File: src/rtl/patmatch_pkg.sv
// Package: shared constants and types for the masked pattern match trigger.
// Assumes: exactly two pattern sets, index 0 = pattern, index 1 = trigger.
package patmatch_pkg;

    localparam int unsigned NSETS    = 2;
    localparam int unsigned SET_PATT = 0;
    localparam int unsigned SET_TRIG = 1;

    // Sub-select inside the control region (low two address bits).
    localparam logic [1:0] CSEL_ENABLE = 2'd0;
    localparam logic [1:0] CSEL_MODE   = 2'd1;
    localparam logic [1:0] CSEL_CLEAR  = 2'd2;

    // Mode word, bit 0 first: patt_ts_en, patt_type, trig_ts_en, trig_type.
    typedef struct packed {
        logic trig_type;
        logic trig_ts_en;
        logic patt_type;
        logic patt_ts_en;
    } pm_mode_t;

    localparam pm_mode_t MODE_DEFAULT = '{
        trig_type:  1'b0,
        trig_ts_en: 1'b1,
        patt_type:  1'b0,
        patt_ts_en: 1'b0
    };

endpackage

File: src/rtl/pm_cfg_regs.sv
// Module: pm_cfg_regs
// Holds the value and mask words of both sets, the enable bit and the mode
// word. Decodes the write-only register port.
// Assumes: BUS_W is a multiple of WORD_W and holds at least two words.
// Writes take effect on the edge that samples them.
module pm_cfg_regs
    import patmatch_pkg::*;
#(
    parameter  int unsigned BUS_W  = 256,
    parameter  int unsigned WORD_W = 32,
    localparam int unsigned NWORDS = BUS_W / WORD_W,
    localparam int unsigned WIDX_W = $clog2(NWORDS),
    localparam int unsigned ADDR_W = WIDX_W + 3
) (
    input  logic                         clk,
    input  logic                         rst_n,
    input  logic                         wr_en_i,
    input  logic [ADDR_W-1:0]            wr_addr_i,
    input  logic [WORD_W-1:0]            wr_data_i,
    output logic [NSETS-1:0][BUS_W-1:0]  val_o,
    output logic [NSETS-1:0][BUS_W-1:0]  mask_o,
    output logic                         enable_o,
    output pm_mode_t                     mode_o
);

    logic [NSETS-1:0][BUS_W-1:0] val_q;
    logic [NSETS-1:0][BUS_W-1:0] mask_q;
    logic                        enable_q;
    pm_mode_t                    mode_q;

    logic              ctrl_space;
    logic              set_sel;
    logic              mask_sel;
    logic [WIDX_W-1:0] widx;
    logic [1:0]        csel;
    logic              word_wr;
    logic              enable_wr;
    logic              mode_wr;
    logic              clear_req;

    // Address decode: region, set, value/mask and word index.
    always_comb begin
        ctrl_space = wr_addr_i[ADDR_W-1];
        set_sel    = wr_addr_i[ADDR_W-2];
        mask_sel   = wr_addr_i[ADDR_W-3];
        widx       = wr_addr_i[WIDX_W-1:0];
        csel       = wr_addr_i[1:0];
        word_wr    = wr_en_i && !ctrl_space;
        enable_wr  = wr_en_i && ctrl_space && (csel == CSEL_ENABLE);
        mode_wr    = wr_en_i && ctrl_space && (csel == CSEL_MODE);
        clear_req  = wr_en_i && ctrl_space && (csel == CSEL_CLEAR) && wr_data_i[0];
    end

    // Pattern word storage: cleared by reset or by the clear command.
    always_ff @(posedge clk) begin
        if (!rst_n || clear_req) begin
            val_q  <= '0;
            mask_q <= '0;
        end else if (word_wr) begin
            if (mask_sel) begin
                mask_q[set_sel][widx*WORD_W +: WORD_W] <= wr_data_i;
            end else begin
                val_q[set_sel][widx*WORD_W +: WORD_W] <= wr_data_i;
            end
        end
    end

    // Enable bit: changed only by its own address, kept across a clear.
    always_ff @(posedge clk) begin
        if (!rst_n) begin
            enable_q <= 1'b0;
        end else if (enable_wr) begin
            enable_q <= wr_data_i[0];
        end
    end

    // Mode word: reset and clear both restore the defaults.
    always_ff @(posedge clk) begin
        if (!rst_n || clear_req) begin
            mode_q <= MODE_DEFAULT;
        end else if (mode_wr) begin
            mode_q <= pm_mode_t'(wr_data_i[3:0]);
        end
    end

    assign val_o    = val_q;
    assign mask_o   = mask_q;
    assign enable_o = enable_q;
    assign mode_o   = mode_q;

    AST_TRIG_TS_DEFAULT: assert property (@(posedge clk) disable iff (!rst_n)
        $past(!rst_n) |-> mode_q.trig_ts_en);
    AST_CLEAR_EMPTIES: assert property (@(posedge clk) disable iff (!rst_n)
        clear_req |=> (mask_q == '0) && (val_q == '0));
    AST_CLEAR_MODE: assert property (@(posedge clk) disable iff (!rst_n)
        clear_req |=> (mode_q == MODE_DEFAULT));
    AST_CLEAR_KEEPS_EN: assert property (@(posedge clk) disable iff (!rst_n)
        clear_req |=> $stable(enable_q));

endmodule

File: src/rtl/pm_comparator.sv
// Module: pm_comparator
// Compares one bus sample against one value/mask set word by word. Gives a
// registered level (match now) and a registered first-cycle pulse.
// Assumes: a mask of all zeros means "never match", not "always match".
module pm_comparator #(
    parameter  int unsigned BUS_W  = 256,
    parameter  int unsigned WORD_W = 32,
    localparam int unsigned NWORDS = BUS_W / WORD_W
) (
    input  logic             clk,
    input  logic             rst_n,
    input  logic             en_i,
    input  logic [BUS_W-1:0] bus_i,
    input  logic [BUS_W-1:0] val_i,
    input  logic [BUS_W-1:0] mask_i,
    output logic             lvl_o,
    output logic             rise_o
);

    logic [NWORDS-1:0] word_ok;
    logic [NWORDS-1:0] word_used;
    logic              cmp_now;
    logic              lvl_q;
    logic              rise_q;

    // Per-word masked equality and "any mask bit set" flags.
    for (genvar w = 0; w < NWORDS; w++) begin : g_word
        assign word_ok[w]   = ((bus_i[w*WORD_W +: WORD_W] ^ val_i[w*WORD_W +: WORD_W])
                              & mask_i[w*WORD_W +: WORD_W]) == '0;
        assign word_used[w] = |mask_i[w*WORD_W +: WORD_W];
    end

    // Combine: enabled, at least one bit compared, every word agrees.
    always_comb begin
        cmp_now = en_i && (|word_used) && (&word_ok);
    end

    // Register the level and the first-cycle edge of the match.
    always_ff @(posedge clk) begin
        if (!rst_n) begin
            lvl_q  <= 1'b0;
            rise_q <= 1'b0;
        end else begin
            lvl_q  <= cmp_now;
            rise_q <= cmp_now && !lvl_q;
        end
    end

    assign lvl_o  = lvl_q;
    assign rise_o = rise_q;

    AST_ZERO_MASK_SILENT: assert property (@(posedge clk) disable iff (!rst_n)
        (mask_i == '0) |=> !lvl_q);
    AST_DISABLED_SILENT: assert property (@(posedge clk) disable iff (!rst_n)
        !en_i |=> !lvl_q && !rise_q);
    AST_RISE_SINGLE: assert property (@(posedge clk) disable iff (!rst_n)
        rise_q |=> !rise_q);

endmodule

File: src/rtl/pm_event_gen.sv
// Module: pm_event_gen
// Turns the registered match level and pulse of both sets into the hit,
// trigger and timestamp-request outputs, using the mode bits.
// Assumes: inputs come straight from registers, so the outputs are a
// mux of registered signals and carry no extra latency.
module pm_event_gen
    import patmatch_pkg::*;
(
    input  logic     clk,
    input  logic     rst_n,
    input  pm_mode_t mode_i,
    input  logic     p_lvl_i,
    input  logic     p_rise_i,
    input  logic     t_lvl_i,
    input  logic     t_rise_i,
    output logic     patt_hit_o,
    output logic     trig_o,
    output logic     ts_req_o
);

    logic patt_ts;
    logic trig_ts;

    // Select pulse or level per type bit and gate the timestamp sources.
    always_comb begin
        patt_hit_o = p_rise_i;
        trig_o     = mode_i.trig_type ? t_lvl_i : t_rise_i;
        patt_ts    = mode_i.patt_ts_en && (mode_i.patt_type ? p_lvl_i : p_rise_i);
        trig_ts    = mode_i.trig_ts_en && trig_o;
        ts_req_o   = patt_ts || trig_ts;
    end

    AST_TS_NEEDS_SOURCE: assert property (@(posedge clk) disable iff (!rst_n)
        ts_req_o |-> (p_lvl_i || t_lvl_i));
    AST_TRIG_EDGE_ONCE: assert property (@(posedge clk) disable iff (!rst_n)
        (trig_o && !mode_i.trig_type) |=> (!trig_o || mode_i.trig_type));
    AST_HIT_HAS_LEVEL: assert property (@(posedge clk) disable iff (!rst_n)
        patt_hit_o |-> p_lvl_i);

endmodule

File: src/rtl/patmatch_trig.sv
// Module: patmatch_trig (top)
// Masked pattern match trigger: a pattern set and a cross-trigger set
// compared against one discrete-bit bus, with timestamp requests.
// Assumes: the register port is synchronous to clk and write-only.
module patmatch_trig
    import patmatch_pkg::*;
#(
    parameter  int unsigned BUS_W  = 256,
    parameter  int unsigned WORD_W = 32,
    localparam int unsigned NWORDS = BUS_W / WORD_W,
    localparam int unsigned WIDX_W = $clog2(NWORDS),
    localparam int unsigned ADDR_W = WIDX_W + 3
) (
    input  logic              clk,
    input  logic              rst_n,
    input  logic              wr_en_i,
    input  logic [ADDR_W-1:0] wr_addr_i,
    input  logic [WORD_W-1:0] wr_data_i,
    input  logic [BUS_W-1:0]  bus_i,
    output logic              patt_hit_o,
    output logic              trig_o,
    output logic              ts_req_o
);

    logic [NSETS-1:0][BUS_W-1:0] set_val;
    logic [NSETS-1:0][BUS_W-1:0] set_mask;
    logic                        enable;
    pm_mode_t                    mode;
    logic [NSETS-1:0]            set_lvl;
    logic [NSETS-1:0]            set_rise;

    pm_cfg_regs #(.BUS_W(BUS_W), .WORD_W(WORD_W)) u_cfg (
        .clk       (clk),
        .rst_n     (rst_n),
        .wr_en_i   (wr_en_i),
        .wr_addr_i (wr_addr_i),
        .wr_data_i (wr_data_i),
        .val_o     (set_val),
        .mask_o    (set_mask),
        .enable_o  (enable),
        .mode_o    (mode)
    );

    // One comparator per set, all sharing the same bus sample.
    for (genvar s = 0; s < NSETS; s++) begin : g_set
        pm_comparator #(.BUS_W(BUS_W), .WORD_W(WORD_W)) u_cmp (
            .clk    (clk),
            .rst_n  (rst_n),
            .en_i   (enable),
            .bus_i  (bus_i),
            .val_i  (set_val[s]),
            .mask_i (set_mask[s]),
            .lvl_o  (set_lvl[s]),
            .rise_o (set_rise[s])
        );
    end

    pm_event_gen u_evt (
        .clk        (clk),
        .rst_n      (rst_n),
        .mode_i     (mode),
        .p_lvl_i    (set_lvl[SET_PATT]),
        .p_rise_i   (set_rise[SET_PATT]),
        .t_lvl_i    (set_lvl[SET_TRIG]),
        .t_rise_i   (set_rise[SET_TRIG]),
        .patt_hit_o (patt_hit_o),
        .trig_o     (trig_o),
        .ts_req_o   (ts_req_o)
    );

    AST_BOTH_TS_ONE: assert property (@(posedge clk) disable iff (!rst_n)
        (patt_hit_o && trig_o && mode.trig_ts_en) |-> ts_req_o);
    AST_OFF_NO_TRIG: assert property (@(posedge clk) disable iff (!rst_n)
        !enable |=> !trig_o && !patt_hit_o);

endmodule

File: config.mk
export PLATFORM = sky130hd
export DESIGN_NAME = patmatch_trig
export DESIGN_NICKNAME = d
export VERILOG_FILES = /design/src/rtl/patmatch_pkg.sv /design/src/rtl/pm_cfg_regs.sv /design/src/rtl/pm_comparator.sv /design/src/rtl/pm_event_gen.sv /design/src/rtl/patmatch_trig.sv
export SDC_FILE = /design/constraint.sdc
export NUM_CORES = 2
export LEC_CHECK = 0
export ABC_AREA = 1
export BUFFER_PORTS_ARGS = -buffer_cell sky130_fd_sc_hd__clkbuf_2
export CAP_MARGIN = 5
export CORE_AREA = 2 2 325 327
export CTS_CLUSTER_DIAMETER = 50
export DETAILED_ROUTE_END_ITERATION = 8
export DIE_AREA = 0 0 327 329
export PLACE_DENSITY_LB_ADDON = 0.05
export SYNTH_ARGS = -nofsm -noshare
export SYNTH_HDL_FRONTEND = slang
export SYNTH_HIERARCHICAL = 1
export SYNTH_SLANG_ARGS = --single-unit
File: constraint.sdc
create_clock -name clk -period 2.07 [get_ports clk]
set_input_delay 0 -clock clk [delete_from_list [all_inputs] [get_ports clk]]
set_output_delay 0 -clock clk [all_outputs]
set_load 0.01 [all_outputs]
* Yosys cells after proc, flatten, opt, wreduce, memory -nomap -nowiden
Cells that the tools add are included.
** Storage, ports and cells
- Register bits :: 1033
- Input port bits :: 297
- Output and inout port bits :: 3
** Cells by class
- Add/sub/neg operators :: 1
- $lt $le $gt $ge :: 2
- Eq/ne operators :: 2
- Shifts and indexed selects :: 2
- Muxes and demuxes :: 6
- Bitwise logic cells :: 33
- Reduce and logical (&&, ||, !) cells :: 44
** Operators with widths (number)
- $bwmux W512 :: 2
- $and A32 B32 Y32 :: 16
- $logic_not A32 Y1 :: 16
- $reduce_or A256 Y1 :: 2
- $xor A32 B32 Y32 :: 16
- $demux W256 S1 :: 1
- $mux W256 :: 1
- $shift A32 B34 Y256 const A :: 1
- $shiftx A32 B34 Y256 :: 1
- $neg A8 Y34 :: 1
- $reduce_and A8 Y1 :: 2
- $logic_and A1 B1 Y1 :: 15
- $logic_not A1 Y1 :: 4
- $reduce_and A2 Y1 :: 2
- $eq A2 B1 Y1 const B :: 1
- $eq A2 B2 Y1 const B :: 1
- $logic_not A2 Y1 :: 1
- $logic_or A1 B1 Y1 :: 2
- $lt A1 B2 Y1 const B :: 1
- $mux W1 :: 2
- $ge A1 B1 Y1 const B :: 1
- $not A1 Y1 :: 1

* Depth between registers and ports, before layout
- Word-level depth :: 6
- Gate-level depth with buffers :: 13

* Cells and area by module
Netlist, hierarchy kept.
** Modules (own cells, without submodules)
- pm_cfg_regs :: instances 1, cells an instance 6433, area an instance 42594.6 um2, seq. area each 20599.8 um2
- pm_comparator :: instances 2, cells an instance 1416, area an instance 6079.6 um2, seq. area each 40.0 um2
- pm_event_gen :: instances 1, cells an instance 15, area an instance 65.1 um2, seq. area each 0.0 um2

* Worst setup path after synthesis
Ideal clock, no wire load.
- Path type :: input-to-reg
- From :: in wr_addr_i[0]
- To :: reg u_cfg.mask_q (netlist bit u_cfg/mask_o[376])
- Arrival :: 1626 ps
- Required time :: 1957 ps
- Slack :: 331 ps
- Stages :: 11
- Cells stage by stage :: inv_1 > ha_1 > ha_1 > inv_2 > nor3_2 > nand2_1 > nor2_2 > buf_2 > nand2_1 > nand2_1 > nor2_1
** On the way
- Longest elaborated chain between the ends :: 5
- Elaborated cells between the ends (all ways) :: 10
- Classes of those cells :: add/sub: 1; eq/ne: 1; shift: 2; mux: 3; reduce/logical: 3
** RTL lines
- start, declared :: line patmatch_trig.sv:17 : input logic [ADDR_W-1:0] wr_addr_i,
- $neg A8 Y34 :: line pm_cfg_regs.sv:61 : mask_q[set_sel][widx*WORD_W +: WORD_W] <= wr_data_i;
- $shift A32 B34 Y256 :: line pm_cfg_regs.sv:61
- $mux W256 (implied by the code) :: line pm_cfg_regs.sv:61
- $demux W256 S1
- $bwmux W512 :: line pm_cfg_regs.sv:61
- end signal, assigned by index :: line pm_cfg_regs.sv:61
- end, declared :: line pm_cfg_regs.sv:27 : logic [NSETS-1:0][BUS_W-1:0] mask_q;
Several ways; a longest one is shown, not always the timed one.
A chain may end at the register's enable or synchronous reset.

* Final worst setup path
- From :: reg u_cfg.val_q (netlist bit u_cfg/val_o[455])
- To :: reg g_set[1].u_cmp.rise_q
** On the way
- Longest elaborated chain between the ends :: 6
** RTL lines
- start, declared :: line pm_cfg_regs.sv:26 : logic [NSETS-1:0][BUS_W-1:0] val_q;
- start signal, assigned by index :: line pm_cfg_regs.sv:63 : val_q[set_sel][widx*WORD_W +: WORD_W] <= wr_data_i;
- $xor A32 B32 Y32 :: line pm_comparator.sv:28 : assign word_ok[w] = ((bus_i[w*WORD_W +: WORD_W] ^ val_i[w*WORD_W +: WORD_W])
- $and A32 B32 Y32 :: line pm_comparator.sv:29 : & mask_i[w*WORD_W +: WORD_W]) == '0;
- $logic_not A32 Y1 :: line pm_comparator.sv:28
- $reduce_and A8 Y1 :: line pm_comparator.sv:35 : cmp_now = en_i && (|word_used) && (&word_ok);
- $logic_and A1 B1 Y1 :: line pm_comparator.sv:35
- $logic_and A1 B1 Y1 :: line pm_comparator.sv:45 : rise_q <= cmp_now && !lvl_q;
- end signal, assigned :: line pm_comparator.sv:45
- end, declared :: line pm_comparator.sv:24 : logic rise_q;
No other way between the ends.

==> flow_metrics.env <==
export IMPL_layout_filler_cell_count=10100
export IMPL_cts_repair_timing_setup_buffer_count=0
export IMPL_hold_slack_ns=0.0380
export IMPL_share_of_synthesized_area_occupied_by_flip_flops_and_latches=0.377
export IMPL_required_ns=2.75
export IMPL_core_area_mm2=0.104
export IMPL_first_pass_grt_wire_length_um=335000
export IMPL_first_iter_violations=7644
export IMPL_start_util=0.525
export IMPL_ys_dominant_reg_cell="dfxtp_1"
export IMPL_fmaxAchievable_mhz=481
export IMPL_timing_hold_worst_start="bus_i[192]"
export IMPL_routed_via_density=5.32
export IMPL_final_hold_violation_count=0
export IMPL_reg2reg_from="u_cfg/val_o[455]"
export IMPL_clock_root_buffer="clkbuf_16"
export IMPL_worst_clock_skew_ns=0.0158
export IMPL_hold_depth=9
export IMPL_hpwl_um=175000
export IMPL_area_growth_pct=20.3
export IMPL_route_met2_wl_um=97100
export IMPL_max_cap_violations=0
export IMPL_clkSinkCount=1033
export IMPL_worstHoldEndpoint="g_set[1].u_cmp/rise_o"
export IMPL_synth_largest_area_cell="dfxtp_1"
export IMPL_drive_above_1_share=0.104
export IMPL_synth_net_count=9581
export IMPL_leakagePower_uw=0.0325
export IMPL_rrSetupSlack_ns=-0.007
export IMPL_num_rows=119
export IMPL_ff2ff_path_depth=10
export IMPL_die_height_um=329
export IMPL_post_synth_main_area_contributors="dfxtp_1, nand2_1, nor2_1"
export IMPL_dr_vias=60000
export IMPL_yosys_area_top_type_share=0.377
export IMPL_wl_met3_um=27600
export IMPL_timing_worst_setup_path_type="reg2reg"
export IMPL_post_dp_cell_area_mm2=0.0607
export IMPL_cp_arrival_ns=2.75
export IMPL_power_density_mw_per_mm2=743
export IMPL_pin_slew_with_the_least_headroom_to_its_limit_ns=0.829
export IMPL_final_setup_tns_ns=-0.00777
export IMPL_setup_ws_ns=-0.00696
export IMPL_synth_async_reset_ratio=0
export IMPL_synth_area_mm2=0.0548
export IMPL_timing_final_crit_period_ns=2.08
export IMPL_globalplace_congestion=1.05
export IMPL_wl_met1_um=92500
export IMPL_fin_nets=10100
export IMPL_detailedRoute_firstPassIterationCount=8
export IMPL_cts_tree="yes"
export IMPL_buffer_ports_inserted=299
export IMPL_dp_cells=11000
export IMPL_run_status="complete, but fails checks"
export IMPL_setup_viol=2
export IMPL_tritoncts_num_buffers=136
export IMPL_ys_warn_count=6
export IMPL_post_synth_top_count_cell="nand2_1"
export IMPL_die_width_um=327
export IMPL_worst_r2r_endpoint="g_set[1].u_cmp/rise_o"
export IMPL_worst_skew_pair_late_latency_ns=0.75
export IMPL_drt_antenna_violating_nets=0
export IMPL_violations="negative setup slack"
export IMPL_post_synth_edffs=0
export IMPL_number_of_antenna_violations_at_the_first_check_in_global_routing=23
export IMPL_final_area_mm2=0.0659
export IMPL_drcViolationCount=0
export IMPL_grt_max_degree=104
export IMPL_vdd_ir_drop_worst_v=0.000643
export IMPL_avgRoutedWirePerCell_um=20.7
export IMPL_grt_ovfl_total=0
export IMPL_min_path_type="in2reg"
export IMPL_timing_max_transition_violations_final=0
export IMPL_final_cell_count_no_fill=11300
export IMPL_commonest_cells_in_the_synthesized_netlist="nand2_1, nor2_1, inv_1"
export IMPL_ios=300
export IMPL_cts_reportedPaths_clkPinSlew_ns=0.05
export IMPL_worst_path_max_fanout=2
export IMPL_postSynthCellCount=9280
export IMPL_cts_htree_levels=4
export IMPL_cp_end_kind="register"
export IMPL_slew_limit_headroom=0.443
export IMPL_area_enclosed_by_the_die_boundary_mm2=0.108
export IMPL_dr_max_layer_used="met5"
export IMPL_synth_area_per_cell_um2=5.91
export IMPL_grtUsageTotal=0.422
export IMPL_detail_route_wirelength_um=234000
export IMPL_layout_worst_path_cycle_share=1.00
export IMPL_yosys_register_bits=1033
export IMPL_first_global_vias=51900
export IMPL_synth_distinct_cells=30
export IMPL_cts_path_max_buffers=3
export IMPL_worst_setup_path_start_kind="register"
## power breakdown
part / switching, uW / internal (uW) / total [uW]
logic: 3100 / 1470 / 4570
registers: 84.7 / 20000 / 20100
clock network: 9300 / 15000 / 24300
total: 12500 / 36500 / 49000
## what timing repair did
item,4_1_cts,5_1_grt
hold buffers,49,0
gates resized for setup,1,16
setup endpoints to repair,1,17
hold endpoints to repair,278,0
## through the flow
step | utilization | setup slack, ns | total power [uW]
6_report | 0.632 | -0.00696 | 49000
3_3_place_gp | 0.582 | -0.0792 | 24800
5_1_grt | 0.632 | -0.0101 | 50200
3_5_place_dp | 0.582 | -0.105 | 24800
4_1_cts | 0.631 | 0.0122 | 48900
2_1_floorplan | - | 0.331 | 22600
## registers in the layout, indices dropped and copies added (netlist names)
signal and count:
g_set.u_cmp/lvl_o 2, g_set.u_cmp/rise_o 2, u_cfg/enable_o 1, u_cfg/mask_o 512, u_cfg/mode_o 4, u_cfg/val_o 512
## cells by family (layout without fill, tap and decap cells)
kind of cell / count (synthesis) / count (layout) / synth area share
adders and majority gates: 4 / 4 / 0.000913
other: 0 / 15 / 0
buffers and inverters: 1511 / 2105 / 0.109
xor gates and xnor gates: 4 / 4 / 0.000639
AOI/OAI and AO/OA: 415 / 415 / 0.0383
and+or+nand+nor: 6313 / 6313 / 0.474
DFF: 1033 / 1033 / 0.377
## critical path, cell delays in order (launching register included)
cell     delay [ns]
dfxtp_1        0.31
or2_1          0.22
nand3_1        0.22
nand2_1        0.09
nor2_1         0.10
nand2_1        0.16
nor2_1         0.30
nand2_1        0.10
nor2_1         0.22
nand3_1        0.16
nor3_2         0.12
## worst max-delay path by stage
stage,from,to,cells after the start
floorplan,wr_addr_i[0],u_cfg/mask_o[376],11
global placement,wr_addr_i[0],u_cfg/mask_o[165],10
detailed placement,wr_addr_i[1],u_cfg/mask_o[450],9
CTS,u_cfg/val_o[110],g_set[0].u_cmp/rise_o,10
global route,u_cfg/val_o[266],g_set[1].u_cmp/rise_o,11
finish,u_cfg/val_o[455],g_set[1].u_cmp/rise_o,10
## final cells by class
class / instances / area, um^2 / area share
Sequential cell: 1033 / 20700 / 0.314
Clock inverter: 52 / 707 / 0.0107
Tap cell: 1391 / 1740 / 0.0264
Clock buffer: 188 / 3890 / 0.0591
Inverter: 1080 / 4060 / 0.0616
Timing Repair Buffer: 785 / 6540 / 0.0991
Multi-Input combinational cell: 6736 / 28300 / 0.429
Antenna cell: 15 / 37.5 / 0.000569
## cells in the final DEF (no fill, tap or decap), types with 9 or more instances in the layout
cell,n
nand2_1,2875
o21ai_1,40
or2_1,272
inv_2,11
clkbuf_8,19
clkbuf_2,297
o21ai_0,159
a21oi_1,203
nand4_1,186
nor2_1,2194
inv_1,1064
or2_0,18
clkinv_2,16
nand3_1,636
nor2_2,25
nor3_1,65
diode_2,15
clkbuf_1,28
dlygate4sd3_1,48
dfxtp_1,1033
clkbuf_16,141
nand3_2,23
buf_4,340
bufinv_16,15
clkinvlp_4,9
buf_12,96
o22ai_1,10
## routing by layer
layer,GRT usage,up-vias
met5,0,-
met4,0.264,16
met3,0.101,587
met2,0.623,3084
met1,0.555,27200
li1,-,29100
Note: power is estimated with default switching activity, not from simulation.
